File: src/rtl/xbus_pkg.sv
package xbus_pkg;
  typedef enum logic [1:0] {
    PH_IDLE = 2'd0,
    PH_ADDR = 2'd1,
    PH_GAP  = 2'd2,
    PH_DATA = 2'd3
  } phase_e;
endpackage

File: src/rtl/xbus_wait_sync.sv
module xbus_wait_sync #(
  parameter int STAGES = 2
) (
  input  logic clk,
  input  logic rst_n,
  input  logic wait_n_i,
  output logic hold_o
);
  logic [STAGES-1:0] q;

  generate
    if (STAGES == 1) begin : g_single
      always_ff @(posedge clk or negedge rst_n) begin
        if (!rst_n) q <= '1;
        else        q <= wait_n_i;
      end
    end else begin : g_chain
      always_ff @(posedge clk or negedge rst_n) begin
        if (!rst_n) q <= '1;
        else        q <= {q[STAGES-2:0], wait_n_i};
      end
    end
  endgenerate

  assign hold_o = ~q[STAGES-1];
endmodule

File: src/rtl/xbus_seq.sv
module xbus_seq
  import xbus_pkg::*;
#(
  parameter int AUTO_W = 2
) (
  input  logic              clk,
  input  logic              rst_n,
  input  logic              req_valid,
  input  logic              ext,
  input  logic [AUTO_W-1:0] auto_n,
  input  logic              hold,
  output phase_e            phase,
  output logic              last_slot,
  output logic              finish,
  output logic              fire,
  output logic              req_ready,
  output logic              rsp_pulse
);
  localparam int MAX_DATA = (1 << AUTO_W);
  localparam int CNT_W    = $clog2(MAX_DATA + 1);

  phase_e           phase_q;
  logic             acnt_q;
  logic [CNT_W-1:0] dload_q;
  logic [CNT_W-1:0] dcnt_q;
  logic             rsp_q;

  always_comb begin
    last_slot = (phase_q == PH_DATA) && (dcnt_q == '0);
    finish    = last_slot && !hold;
    req_ready = (phase_q == PH_IDLE) || finish;
    fire      = req_valid && req_ready;
  end

  always_ff @(posedge clk or negedge rst_n) begin
    if (!rst_n) begin
      phase_q <= PH_IDLE;
      acnt_q  <= 1'b0;
      dload_q <= '0;
      dcnt_q  <= '0;
      rsp_q   <= 1'b0;
    end else begin
      rsp_q <= finish;
      if (fire) begin
        acnt_q  <= ext;
        dload_q <= CNT_W'(ext) + CNT_W'(auto_n);
      end
      unique case (phase_q)
        PH_IDLE: if (fire) phase_q <= PH_ADDR;
        PH_ADDR: begin
          if (acnt_q) acnt_q <= 1'b0;
          else        phase_q <= PH_GAP;
        end
        PH_GAP: begin
          phase_q <= PH_DATA;
          dcnt_q  <= dload_q;
        end
        PH_DATA: begin
          if (dcnt_q != '0) dcnt_q <= dcnt_q - CNT_W'(1);
          else if (!hold)   phase_q <= fire ? PH_ADDR : PH_IDLE;
        end
        default: phase_q <= PH_IDLE;
      endcase
    end
  end

  assign phase     = phase_q;
  assign rsp_pulse = rsp_q;

  // a completion pulse never lasts two cycles
  a_r5_single_pulse: assert property (@(posedge clk) disable iff (!rst_n)
    rsp_q |=> !rsp_q);
endmodule

File: src/rtl/xbus_pins.sv
module xbus_pins
  import xbus_pkg::*;
#(
  parameter int AW = 16,
  parameter int DW = 8
) (
  input  logic          clk,
  input  logic          rst_n,
  input  logic          fire,
  input  logic          finish,
  input  phase_e        phase,
  input  logic          req_write,
  input  logic          req_dspace,
  input  logic [AW-1:0] req_addr,
  input  logic [DW-1:0] req_wdata,
  input  logic [DW-1:0] bus_ad_i,
  output logic [DW-1:0] rsp_rdata,
  output logic [AW-DW-1:0] bus_addr_hi,
  output logic [DW-1:0] bus_ad_o,
  output logic          bus_ad_oe,
  output logic          as_n,
  output logic          ds_n,
  output logic          rd_n,
  output logic          wr_n,
  output logic          dm_n,
  output logic          pm_n
);
  localparam int HI_W = AW - DW;

  logic [AW-1:0] addr_q;
  logic [DW-1:0] wdata_q;
  logic [DW-1:0] rdata_q;
  logic          wr_q;
  logic          dsp_q;

  always_ff @(posedge clk or negedge rst_n) begin
    if (!rst_n) begin
      addr_q  <= '0;
      wdata_q <= '0;
      wr_q    <= 1'b0;
      dsp_q   <= 1'b0;
      rdata_q <= '0;
    end else begin
      if (fire) begin
        addr_q  <= req_addr;
        wdata_q <= req_wdata;
        wr_q    <= req_write;
        dsp_q   <= req_dspace;
      end
      if (finish && !wr_q) rdata_q <= bus_ad_i;
    end
  end

  logic in_addr, in_xfer, busy;

  always_comb begin
    in_addr     = (phase == PH_ADDR);
    in_xfer     = (phase == PH_GAP) || (phase == PH_DATA);
    busy        = (phase != PH_IDLE);
    as_n        = !in_addr;
    ds_n        = !(phase == PH_DATA);
    bus_ad_oe   = in_addr || (wr_q && in_xfer);
    bus_ad_o    = in_addr ? addr_q[DW-1:0] : wdata_q;
    rd_n        = !(in_xfer && !wr_q);
    wr_n        = !(in_xfer && wr_q);
    dm_n        = !(busy && dsp_q);
    pm_n        = !(busy && !dsp_q);
    bus_addr_hi = addr_q[AW-1 -: HI_W];
  end

  assign rsp_rdata = rdata_q;

  // a read never drives the shared port while the data strobe is low
  a_r3_read_released: assert property (@(posedge clk) disable iff (!rst_n)
    (!ds_n && !rd_n) |-> !bus_ad_oe);

  // write data holds steady across the data strobe low phase
  a_r6_wdata_hold: assert property (@(posedge clk) disable iff (!rst_n)
    (!ds_n && !wr_n && $past(!ds_n)) |-> $stable(bus_ad_o));

  // address lines do not move inside the address phase
  a_r2_addr_hold: assert property (@(posedge clk) disable iff (!rst_n)
    (!as_n && $past(!as_n)) |-> ($stable(bus_addr_hi) && $stable(bus_ad_o)));
endmodule

File: src/rtl/xbus_ctrl.sv
module xbus_ctrl
  import xbus_pkg::*;
#(
  parameter int AW          = 16,
  parameter int DW          = 8,
  parameter int AUTO_W      = 2,
  parameter int SYNC_STAGES = 2
) (
  input  logic              clk,
  input  logic              rst_n,
  input  logic              cfg_ext,
  input  logic [AUTO_W-1:0] cfg_auto,
  input  logic              req_valid,
  output logic              req_ready,
  input  logic              req_write,
  input  logic              req_dspace,
  input  logic [AW-1:0]     req_addr,
  input  logic [DW-1:0]     req_wdata,
  output logic              rsp_valid,
  output logic [DW-1:0]     rsp_rdata,
  output logic [AW-DW-1:0]  bus_addr_hi,
  output logic [DW-1:0]     bus_ad_o,
  input  logic [DW-1:0]     bus_ad_i,
  output logic              bus_ad_oe,
  output logic              as_n,
  output logic              ds_n,
  output logic              rd_n,
  output logic              wr_n,
  output logic              dm_n,
  output logic              pm_n,
  input  logic              wait_n
);
  phase_e phase;
  logic   hold, last_slot, finish, fire;

  xbus_wait_sync #(.STAGES(SYNC_STAGES)) u_sync (
    .clk      (clk),
    .rst_n    (rst_n),
    .wait_n_i (wait_n),
    .hold_o   (hold)
  );

  xbus_seq #(.AUTO_W(AUTO_W)) u_seq (
    .clk       (clk),
    .rst_n     (rst_n),
    .req_valid (req_valid),
    .ext       (cfg_ext),
    .auto_n    (cfg_auto),
    .hold      (hold),
    .phase     (phase),
    .last_slot (last_slot),
    .finish    (finish),
    .fire      (fire),
    .req_ready (req_ready),
    .rsp_pulse (rsp_valid)
  );

  xbus_pins #(.AW(AW), .DW(DW)) u_pins (
    .clk         (clk),
    .rst_n       (rst_n),
    .fire        (fire),
    .finish      (finish),
    .phase       (phase),
    .req_write   (req_write),
    .req_dspace  (req_dspace),
    .req_addr    (req_addr),
    .req_wdata   (req_wdata),
    .bus_ad_i    (bus_ad_i),
    .rsp_rdata   (rsp_rdata),
    .bus_addr_hi (bus_addr_hi),
    .bus_ad_o    (bus_ad_o),
    .bus_ad_oe   (bus_ad_oe),
    .as_n        (as_n),
    .ds_n        (ds_n),
    .rd_n        (rd_n),
    .wr_n        (wr_n),
    .dm_n        (dm_n),
    .pm_n        (pm_n)
  );

  // an accepted request opens its address phase on the next cycle
  a_r10_accept_starts_addr: assert property (@(posedge clk) disable iff (!rst_n)
    (req_valid && req_ready) |=> !as_n);

  // no request is taken while the address strobe is low
  a_r10_busy_in_addr: assert property (@(posedge clk) disable iff (!rst_n)
    !as_n |-> !req_ready);

  // a response arrives exactly as the data strobe goes back high
  a_r5_rsp_follows_ds: assert property (@(posedge clk) disable iff (!rst_n)
    rsp_valid |-> (ds_n && $past(!ds_n)));

  // synchronised WAIT at the final counted slot keeps the strobe low
  a_r8_wait_extends: assert property (@(posedge clk) disable iff (!rst_n)
    (!ds_n && last_slot && hold) |=> !ds_n);
endmodule

File: config.mk
export PLATFORM = sky130hd
export DESIGN_NAME = xbus_ctrl
export DESIGN_NICKNAME = d
export VERILOG_FILES = /design/src/rtl/xbus_pkg.sv /design/src/rtl/xbus_wait_sync.sv /design/src/rtl/xbus_seq.sv /design/src/rtl/xbus_pins.sv /design/src/rtl/xbus_ctrl.sv
export SDC_FILE = /design/constraint.sdc
export NUM_CORES = 1
export LEC_CHECK = 0
export BUFFER_PORTS_ARGS = -buffer_cell sky130_fd_sc_hd__buf_2
export CAP_MARGIN = 20
export CORE_ASPECT_RATIO = 1.75
export CORE_MARGIN = 3
export CORE_UTILIZATION = 54
export DETAILED_ROUTE_END_ITERATION = 12
export PLACE_DENSITY = 0.89
export SYNTH_ARGS = -nofsm -noshare
export SYNTH_HDL_FRONTEND = slang
export SYNTH_HIERARCHICAL = 1
export SYNTH_SLANG_ARGS = --single-unit
File: constraint.sdc
create_clock -name clk -period 3.95 [get_ports clk]
set_input_delay 0.79 -clock clk [delete_from_list [all_inputs] [get_ports clk]]
set_output_delay 0.79 -clock clk [all_outputs]
set_load 0.02 [all_outputs]
Yosys cells after proc, flatten, opt, wreduce, memory -nomap -nowiden
Index checks and enable logic that the tools add are counted.
{"block": "word_totals", "regBits": 46, "elab_cells": 59, "output_inout_bits": 33, "inputBits": 41}
{"block": "classes", "addsub": 2, "n_eq_ne": 8, "n_mux": 12, "n_reduce_logical": 26}
{"cell": "logical AND 1 bit", "count": 8}
{"cell": "logical NOT 1 bit", "count": 8}
{"cell": "two-way mux 2 bit", "count": 4}
{"cell": "two-way mux 8 bit", "count": 1}
{"cell": "inequality test 2 bit (second input constant)", "count": 4}
{"cell": "case mux 2 bit (4 select lines)", "count": 1}
{"cell": "case mux 3 bit (2 select lines)", "count": 1}
{"cell": "== test 2 bit (second input constant)", "count": 2}
{"cell": "two-way mux 1 bit", "count": 4}
{"cell": "AND reduction 4 bit", "count": 1}
{"cell": "nonzero test 2 bit", "count": 2}
{"cell": "adder 1 x 2 -> 3 bit", "count": 1}
{"cell": "logical NOT 3 bit", "count": 1}
{"cell": "logical OR 1 bit", "count": 3}
{"cell": "two-way mux 3 bit", "count": 1}
{"cell": "nonzero test 3 bit", "count": 1}
{"cell": "subtractor 3 x 1 -> 3 bit (second input constant)", "count": 1}
{"cell": "== test 2 x 1 -> 1 bit (second input constant)", "count": 1}
{"cell": "logical NOT 2 bit", "count": 1}
{"cell": "inequality test 2 x 1 -> 1 bit (second input constant)", "count": 1}
{"cell": "AND reduction 2 bit", "count": 1}

Longest topological paths before layout
Gate-level depths: netlist of the first run.
{"block": "logic_depth", "ltp_word": 9, "mapped_depth": 8, "ltp_nobuf": 6}

Cells and area by module
The synthesis of the first run kept the hierarchy.
{"mod": "xbus_pins", "cells_each": 98, "area_per_inst_um2": 1527.7, "instances": 1, "seq_area_each_um2": 850.8}
{"mod": "xbus_seq", "cells_each": 60, "area_per_inst_um2": 655.6, "instances": 1, "seq_area_each_um2": 250.2}
{"mod": "xbus_wait_sync", "cells_each": 3, "area_per_inst_um2": 56.3, "instances": 1, "seq_area_each_um2": 52.6}

Worst setup path before layout of the first run
No wires, ideal clock.
{"block": "synth_timing", "path_kind": "reg2out", "from": "register u_seq.phase_q[1] (netlist: u_seq/phase[1])", "to": "output req_ready", "required_time_ps": 3160, "path_stages_with_launch": 5, "setup_slack_ps": 1837, "arrival_ps": 1323, "n_path_buf": 1, "cell_sequence": "dfrtp_1 ha_1 buf_2 and4bb_1 or2_1"}
{"block": "synth_between", "elab_chain_len": 4, "elab_cells_between_ends": 5, "classes_between": "eq/ne (1); reduce/logical (4)"}
{"item": "start: declaration", "line_no": "xbus_seq.sv:22", "text": "phase_e phase_q;"}
{"item": "start signal: assignment", "line_no": "xbus_seq.sv:60", "text": "else if (!hold) phase_q <= fire ? PH_ADDR : PH_IDLE;"}
{"item": "== test 2 bit", "line_no": "xbus_seq.sv:29", "text": "last_slot = (phase_q == PH_DATA) && (dcnt_q == '0);"}
{"item": "logical AND 1 bit", "line_no": "xbus_seq.sv:29"}
{"item": "logical AND 1 bit", "line_no": "xbus_seq.sv:30", "text": "finish = last_slot && !hold;"}
{"item": "net finish", "line_no": "xbus_ctrl.sv:34", "text": "logic hold, last_slot, finish, fire;"}
{"item": "logical OR 1 bit", "line_no": "xbus_seq.sv:31", "text": "req_ready = (phase_q == PH_IDLE) || finish;"}
{"item": "end: declaration", "line_no": "xbus_ctrl.sv:14", "text": "output logic req_ready,"}
The timed path passes the listed nets, and every way through them passes these cells.

Worst setup path in the final report of the first run
{"block": "layout_timing", "from": "register u_seq.phase_q[0] (netlist: u_seq/phase[0])", "to": "output bus_ad_o[6]"}
{"block": "layout_between", "elab_chain_len": 2}
{"item": "== test 2 x 1 -> 1 bit", "line_no": "xbus_pins.sv:57", "text": "in_addr = (phase == PH_ADDR);"}
{"item": "two-way mux 8 bit", "line_no": "xbus_pins.sv:63", "text": "bus_ad_o = in_addr ? addr_q[DW-1:0] : wdata_q;"}
{"item": "end: declaration", "line_no": "xbus_ctrl.sv:22", "text": "output logic [DW-1:0] bus_ad_o,"}
Every way passes these cells.

==> results of run 1 <==
-- cell type report --
class	instances	area, um2
multi-input cells	92	928.4
clock inverters	1	8.758
inverters	8	30.03
well taps	48	60.06
clock buffers	7	86.33
repair buffers	73	365.4
flip-flops and latches	46	1154
fillers	328	1309
-- state kept, by name (all words and copies together) (netlist names), 2 cells and up --
name	cells
u_pins/addr_q	16
u_pins/rsp_rdata	8
u_pins/wdata_q	8
u_seq/dcnt_q	3
u_seq/dload_q	3
u_seq/phase	2
u_sync/q	2
-- through the flow --
| stage | cells | setup slack [ns] | area [um2] | util, % | hold WS [ns] |
|---|---|---|---|---|---|
| 3_5_place_dp | 267 | 1.550 | 2537 | 64.38 | 0.3491 |
| 2_1_floorplan | 160 | 1.841 | 2233 | - | 0.3452 |
| 4_1_cts | 275 | 1.228 | 2633 | 66.79 | 0.3728 |
| 5_1_grt | 275 | 1.153 | 2633 | 66.79 | 0.3765 |
| 6_report | 275 | 1.275 | 2633 | 66.79 | 0.3685 |
| 3_3_place_gp | 267 | 1.582 | 2537 | 64.38 | 0.3466 |
-- how the worst min path moves through the flow --
stage                       end  slack (ns)   startpoint  depth (start not counted)
finish              u_sync/q[1]        0.37  u_sync/q[0]                          0
global route        u_sync/q[1]        0.38  u_sync/q[0]                          0
CTS                 u_sync/q[1]        0.37  u_sync/q[0]                          0
detailed placement  u_sync/q[1]        0.35  u_sync/q[0]                          0
global placement    u_sync/q[1]        0.35  u_sync/q[0]                          0
floorplan           u_sync/q[1]        0.35  u_sync/q[0]                          0
-- critical path: stages (launching register included) --
cell	delay (ns)
dfrtp_1	0.50
nor2b_2	0.59
mux2_4	0.35
buf_2	0.16
-- routing by layer --
metal | global-route usage (%) | wire (um) | vias to the layer above
met3 | 5.255 | 235 | 4
met1 | 18.30 | 1473 | 673
met2 | 31.82 | 2179 | 45
li1 | - | - | 674
met4 | 6.861 | 46 | 0
met5 | 0 | 0 | -
-- report_power, final --
group / total (uW) / internal, uW / switching, uW / leakage (uW)
registers: 849 / 702 / 147 / 0.000555
clock network: 295 / 145 / 151 / 0.0000489
logic: 1180 / 577 / 601 / 0.000721
total: 2320 / 1420 / 898 / 0.00132
==> results.json, run 1 <==
{
  "status": "completed",
  "syn_area_um2": 2233,
  "vias": 1396,
  "yosys_warnings": 6,
  "via_per_inst": 5.076,
  "hold_path_class": "flip-flop to flip-flop",
  "rows": 30,
  "cts_max_path_buffers": 2,
  "grt-ovfl-total": 0,
  "num_antenna_cells": 0,
  "dpl.hpwl_um": 3053,
  "core_area_um2": 3941,
  "critPathLaunch": "u_seq/phase[0]",
  "area_growth_pct": 17.87,
  "drive_gt1_share_pct": 58.15,
  "ir_drop_v": 0.0005954,
  "reg2reg_slack_ns": 1.62,
  "antenna_found_initial": 0,
  "r2r_cells": 4,
  "die_x_um": 54.62,
  "grt_pass1_vias": 1548,
  "port_buffers": 73,
  "wl_per_cell_um": 14.31,
  "tightest_slew_ns": 0.9825,
  "cap_violations": 0,
  "post_cts_buffers": 0,
  "critPathLaunchType": "flip-flop",
  "clock.fmax_mhz": 373.8,
  "layout.nets": 276,
  "die_y_um": 91.08,
  "routed_wl_um": 3934,
  "cp-end-kind": "output pin",
  "dr.pass1.iters": 4,
  "finalCritPeriodShare_pct": 67.73,
  "cts_hold_buf": 0,
  "syn_inst": 160,
  "layout_common_cells": "buf_2 (73), dfrtp_1 (44), mux2_2 (36), mux2_4 (10), ha_1 (9)",
  "worstPathRequired_ns": 3.16,
  "htreeDepth": 2,
  "synth_nets": 210,
  "clkTransAtPathRegs_ns": 0.08,
  "drt.antenna.violating_nets": 0,
  "finalClockSkew_ns": 0.007459,
  "path_class": "flip-flop to output pin",
  "synth_area_per_cell_um2": 13.96,
  "grt_usage_pct": 17.91,
  "clk_latency_ns": 0.29,
  "gp_congestion": 0.7276,
  "slew_headroom_pct": 34.50,
  "dr.first_iter.drc_count": 16,
  "timing.rr.start": "u_seq/phase[1]",
  "setup_viol": 0,
  "finalCriticalPeriod_ns": 2.675,
  "arrival_ns": 1.89,
  "drc": 0,
  "cp_max_fo": 10,
  "clock-root-buffer": "clkbuf_8",
  "initial_core_util_pct": 56.67,
  "cp-endpoint": "bus_ad_o[6]",
  "grt_max_degree": 47,
  "cts_tree": "done",
  "cts-buffers-inserted": 5,
  "hold_viol_final": 0,
  "timing.rr.end": "u_pins/rsp_rdata[5]",
  "cts.sinks": 46,
  "rsz0062_at_grt": "no",
  "final-max-slew-violation-count": 0,
  "setup-tns-final_ns": 0,
  "p_per_area_nw_per_um2": 881.8,
  "cts_resized": 0,
  "layout_commonest_cell": "buf_2",
  "total_power_uw": 2321,
  "p_leak_uw": 0.001324,
  "grt_first_pass_wirelength_um": 6610,
  "die-area_um2": 4974,
  "ioPinCount": 74
}
Power figures use the tool's default switching activity.
==> inputs of run 2 (changes only) <==
CORE_UTILIZATION = 50   (was 54)
PLACE_DENSITY = 0.83   (was 0.89)
clock period = 2.74 ns   (was 3.95 ns; I/O delays follow)
==> run 2 against run 1 <==
Effect of this change:
- power is 42% higher
- critical path depth increased by 1
- sequential power grew 43%
- first-iteration DRC count is 44% lower
- critical path type unchanged
- via count up 3.5%
- sequential share of layout area fell by 0.15 points
- non-clock buffer count up 3
- core utilization decreased by 4.3 points
- highest routed layer unchanged
- cell count up 1.1%
==> results.json, run 2 (synthesis results as in run 1) <==
{
  "die-area_um2": 5336,
  "timing.rr.start": "u_seq/phase[1]",
  "dr.pass1.iters": 2,
  "status": "completed",
  "cts_tree": "done",
  "critPathLaunchType": "flip-flop",
  "ir_drop_v": 0.0007773,
  "die_x_um": 56.52,
  "critPathLaunch": "u_seq/phase[1]",
  "clkTransAtPathRegs_ns": 0.08,
  "reg2reg_slack_ns": 0.44,
  "port_buffers": 73,
  "grt_first_pass_wirelength_um": 6630,
  "gp_congestion": 0.6850,
  "vias": 1445,
  "cap_violations": 0,
  "slew_headroom_pct": 59.94,
  "layout_commonest_cell": "buf_2",
  "setup_viol": 0,
  "core_area_um2": 4228,
  "arrival_ns": 1.79,
  "drive_gt1_share_pct": 58.52,
  "grt_max_degree": 36,
  "wl_per_cell_um": 14.43,
  "cts-buffers-inserted": 5,
  "die_y_um": 94.41,
  "worstPathRequired_ns": 2.19,
  "area_growth_pct": 18.26,
  "cp_max_fo": 11,
  "clock.fmax_mhz": 426.9,
  "rows": 31,
  "finalClockSkew_ns": 0.006485,
  "layout_common_cells": "buf_2 (73), dfrtp_1 (44), mux2_2 (36), mux2_4 (10), ha_1 (9)",
  "via_per_inst": 5.198,
  "dr.first_iter.drc_count": 9,
  "post_cts_buffers": 0,
  "cts_hold_buf": 0,
  "path_class": "flip-flop to output pin",
  "ioPinCount": 74,
  "cts_resized": 0,
  "p_per_area_nw_per_um2": 1252,
  "final-max-slew-violation-count": 0,
  "dpl.hpwl_um": 3025,
  "cts.sinks": 46,
  "n_fill_cell": 363,
  "drc": 0,
  "routed_wl_um": 4011,
  "antenna_found_initial": 0,
  "hold_path_class": "primary input to asynchronous set/reset pin",
  "rsz0062_at_grt": "no",
  "cp-end-kind": "output pin",
  "hold_viol_final": 0,
  "setup-tns-final_ns": 0,
  "grt_usage_pct": 15.87,
  "finalCritPeriodShare_pct": 85.49,
  "tightest_slew_ns": 0.6000,
  "drt.antenna.violating_nets": 0,
  "cts_max_path_buffers": 2,
  "grt-ovfl-total": 0,
  "multi_input_area_um2": 928.4,
  "p_leak_uw": 0.001328,
  "cp-endpoint": "req_ready",
  "num_antenna_cells": 0,
  "regArea_um2": 1154,
  "largest_register": "u_pins/addr_q",
  "clk_latency_ns": 0.29,
  "layout.nets": 279,
  "htreeDepth": 2,
  "finalCriticalPeriod_ns": 2.343,
  "r2r_cells": 5,
  "timing.rr.end": "u_pins/addr_q[5]",
  "grt_pass1_vias": 1516,
  "initial_core_util_pct": 52.83,
  "finalCoreUtilization_pct": 62.47,
  "clock-root-buffer": "clkbuf_8",
  "largest_reg_flops": 16
}
-- run 2: report_power, final --
group / switching, uW / leakage (uW) / internal (uW) / total (uW)
sequential: 202 / 0.000555 / 1010 / 1210
combinational: 863 / 0.000736 / 840 / 1700
clock: 216 / 0.0000373 / 175 / 391
-- run 2: worst min-delay path by stage --
stage	startpoint	to	slack, ns	cells after the start
2_1_floorplan	rst_n	u_pins/addr_q[0]	0.25	0
3_3_place_gp	u_sync/q[0]	u_sync/q[1]	0.35	0
3_5_place_dp	u_sync/q[0]	u_sync/q[1]	0.35	0
4_1_cts	rst_n	u_seq/acnt_q	0.12	1
5_1_grt	rst_n	u_seq/acnt_q	0.12	1
6_report	rst_n	u_seq/acnt_q	0.12	1
-- run 2: per-stage QoR --
step	setup WS, ns	total power, uW	hold slack, ns	cells	area, um2
floorplan	0.7860	2589	0.2524	160	2233
global placement	0.4932	2900	0.3458	271	2561
detailed placement	0.4312	2953	0.3493	271	2561
CTS	0.3784	3358	0.1193	278	2641
global route	0.2047	3557	0.1170	278	2641
finish	0.3975	3307	0.1234	278	2641
-- run 2: worst max-delay path, cell delays in order (launching register included) --
cell and delay [ns]:
dfrtp_1 0.52, ha_1 0.40, and4bb_1 0.29, or2_1 0.14, buf_2 0.16
-- run 2: layer usage --
metal	global-route usage (%)	wire, um	up-vias
li1	-	-	683
met1	17.32	1538	710
met2	28.96	2177	45
met3	4.514	241	7
met4	5.347	54	0
met5	0	0	-
-- run 2: area by class of cell --
class,count,area share (%)
flip-flops and latches,46,43.68
well taps,49,2.321
multi-input cells,92,35.15
clock buffers,6,2.748
clock inverters,1,0.2842
inverters,8,1.137
repair buffers,76,14.69
==> inputs of run 3 (changes only) <==
CORE_UTILIZATION = 54   (was 50)
PLACE_DENSITY = 0.89   (was 0.83)
clock period = 2.9 ns   (was 2.74 ns; I/O delays follow)
==> run 3 against run 2 <==
Effect of this change:
- critical path type unchanged
- critical endpoint is now bus_ad_o[7]
- sequential power is 5% lower
- die area is 6.8% lower
- combinational power is 6% lower
- critical path depth is 1 lower
- count of clock-buffer cells in the layout is 1 higher
- worst hold slack better by 0.24 ns
- largest cell class unchanged
- cell count is 0.72% lower
- clock skew is 0.0039 ns lower
- clock power is 16% higher
- via count is 2.0% lower
- register-to-register slack better by 0.18 ns
- non-clock buffer count is 2 lower
==> results.json, run 3 (synthesis results as in run 1) <==
{
  "status": "completed",
  "finalCritPeriodShare_pct": 85.88,
  "via_per_inst": 5.130,
  "worstPathRequired_ns": 2.32,
  "cts_max_path_buffers": 2,
  "rows": 30,
  "grt_pass1_vias": 1530,
  "layout.nets": 277,
  "final-max-slew-violation-count": 0,
  "post_cts_buffers": 0,
  "final_cells": 276,
  "cp-end-kind": "output pin",
  "slew_headroom_pct": 34.08,
  "grt_first_pass_wirelength_um": 6748,
  "htreeDepth": 2,
  "dr.pass1.iters": 4,
  "die_x_um": 54.62,
  "cp_max_fo": 10,
  "die-area_um2": 4974,
  "drc": 0,
  "hold_path_class": "flip-flop to flip-flop",
  "ioPinCount": 74,
  "gp_congestion": 0.7131,
  "cp_num_buf_inv": 1,
  "p_leak_uw": 0.001333,
  "grt-ovfl-total": 0,
  "finalCoreUtilization_pct": 67.27,
  "cts_hold_buf": 0,
  "cp_top_family": "simple AND/OR/NAND/NOR gates",
  "cts-buffers-inserted": 5,
  "core_area_um2": 3941,
  "cts.sinks": 46,
  "dr.first_iter.drc_count": 12,
  "cp_slowest_cell": "nor2b_2",
  "routed_wl_um": 3960,
  "arrival_ns": 1.91,
  "slowest_delay_ns": 0.61,
  "critPathLaunchType": "flip-flop",
  "antenna_found_initial": 0,
  "finalClockSkew_ns": 0.002635,
  "finalCriticalPeriod_ns": 2.490,
  "p_per_area_nw_per_um2": 1208,
  "crit_chain": "nor2b_2, mux2_4, buf_2",
  "die_y_um": 91.08,
  "timing.rr.start": "u_seq/phase[1]",
  "placedCellCount": 268,
  "setup-tns-final_ns": 0,
  "n_fill_cell": 327,
  "min_from": "u_sync/q[0]",
  "clock.fmax_mhz": 401.5,
  "cap_violations": 0,
  "num_antenna_cells": 0,
  "cts_tree": "done",
  "rsz0062_at_grt": "no",
  "largest_reg_flops": 16,
  "vias": 1416,
  "pre_cts_ws_ns": 0.6108,
  "port_buffers": 73,
  "setup_ws_ns": 0.4096,
  "critPathLaunch": "u_seq/phase[0]",
  "area_growth_pct": 18.71,
  "wl_per_cell_um": 14.35,
  "hold_viol_final": 0,
  "setup_viol": 0,
  "drt.antenna.violating_nets": 0,
  "clk_latency_ns": 0.29,
  "drive_gt1_share_pct": 57.89,
  "tightest_slew_ns": 0.9888,
  "layout_common_cells": "buf_2 (73), dfrtp_1 (44), mux2_2 (36), mux2_4 (10), ha_1 (9)",
  "ir_drop_v": 0.0007205,
  "grt_usage_pct": 18.35,
  "dpl.hpwl_um": 3051,
  "total_power_uw": 3203,
  "largest_register": "u_pins/addr_q",
  "grt_max_degree": 47,
  "layout_commonest_cell": "buf_2",
  "clkTransAtPathRegs_ns": 0.08,
  "cts_resized": 0,
  "initial_core_util_pct": 56.67,
  "path_class": "flip-flop to output pin",
  "clock-root-buffer": "clkbuf_8"
}
## run 3: cell type report
type	count	area, um2	share of cell area (%)
clock inverters	1	30.03	1.133
well taps	48	60.06	2.265
clock buffers	7	76.32	2.879
multi-input cells	92	928.4	35.02
inverters	8	30.03	1.133
repair buffers	74	372.9	14.06
flip-flops and latches	46	1154	43.51
## run 3: stage by stage
stage	hold slack [ns]	area (um2)
after floorplan	0.2844	2233
after global placement	0.3463	2545
after detailed placement	0.3468	2545
after CTS	0.3630	2651
after global routing	0.3669	2651
final	0.3590	2651
## run 3: worst paths after layout
check                                          to  slack, ns  cells after the start
worst min-delay path                  u_sync/q[1]       0.36                      0
min in group asynchronous         u_seq/rsp_pulse       0.45                      1
max in group asynchronous       u_pins/addr_q[14]       1.84                      1
worst min register to register        u_sync/q[1]       0.36                      0
worst max register to register   u_pins/addr_q[5]       0.62                      5
worst max-delay path                  bus_ad_o[7]       0.41                      3
## run 3: layer usage
metal	vias up	global-route usage, %	part of all wire (%)
li1	679	-	-
met3	6	5.747	7.3
met1	684	18.80	34
met4	0	6.237	1.2
met2	47	32.71	57
met5	-	0	0
## run 3: report_power, final
part	switching [uW]	internal [uW]
registers	191	956
clock network	196	258
logic	816	786
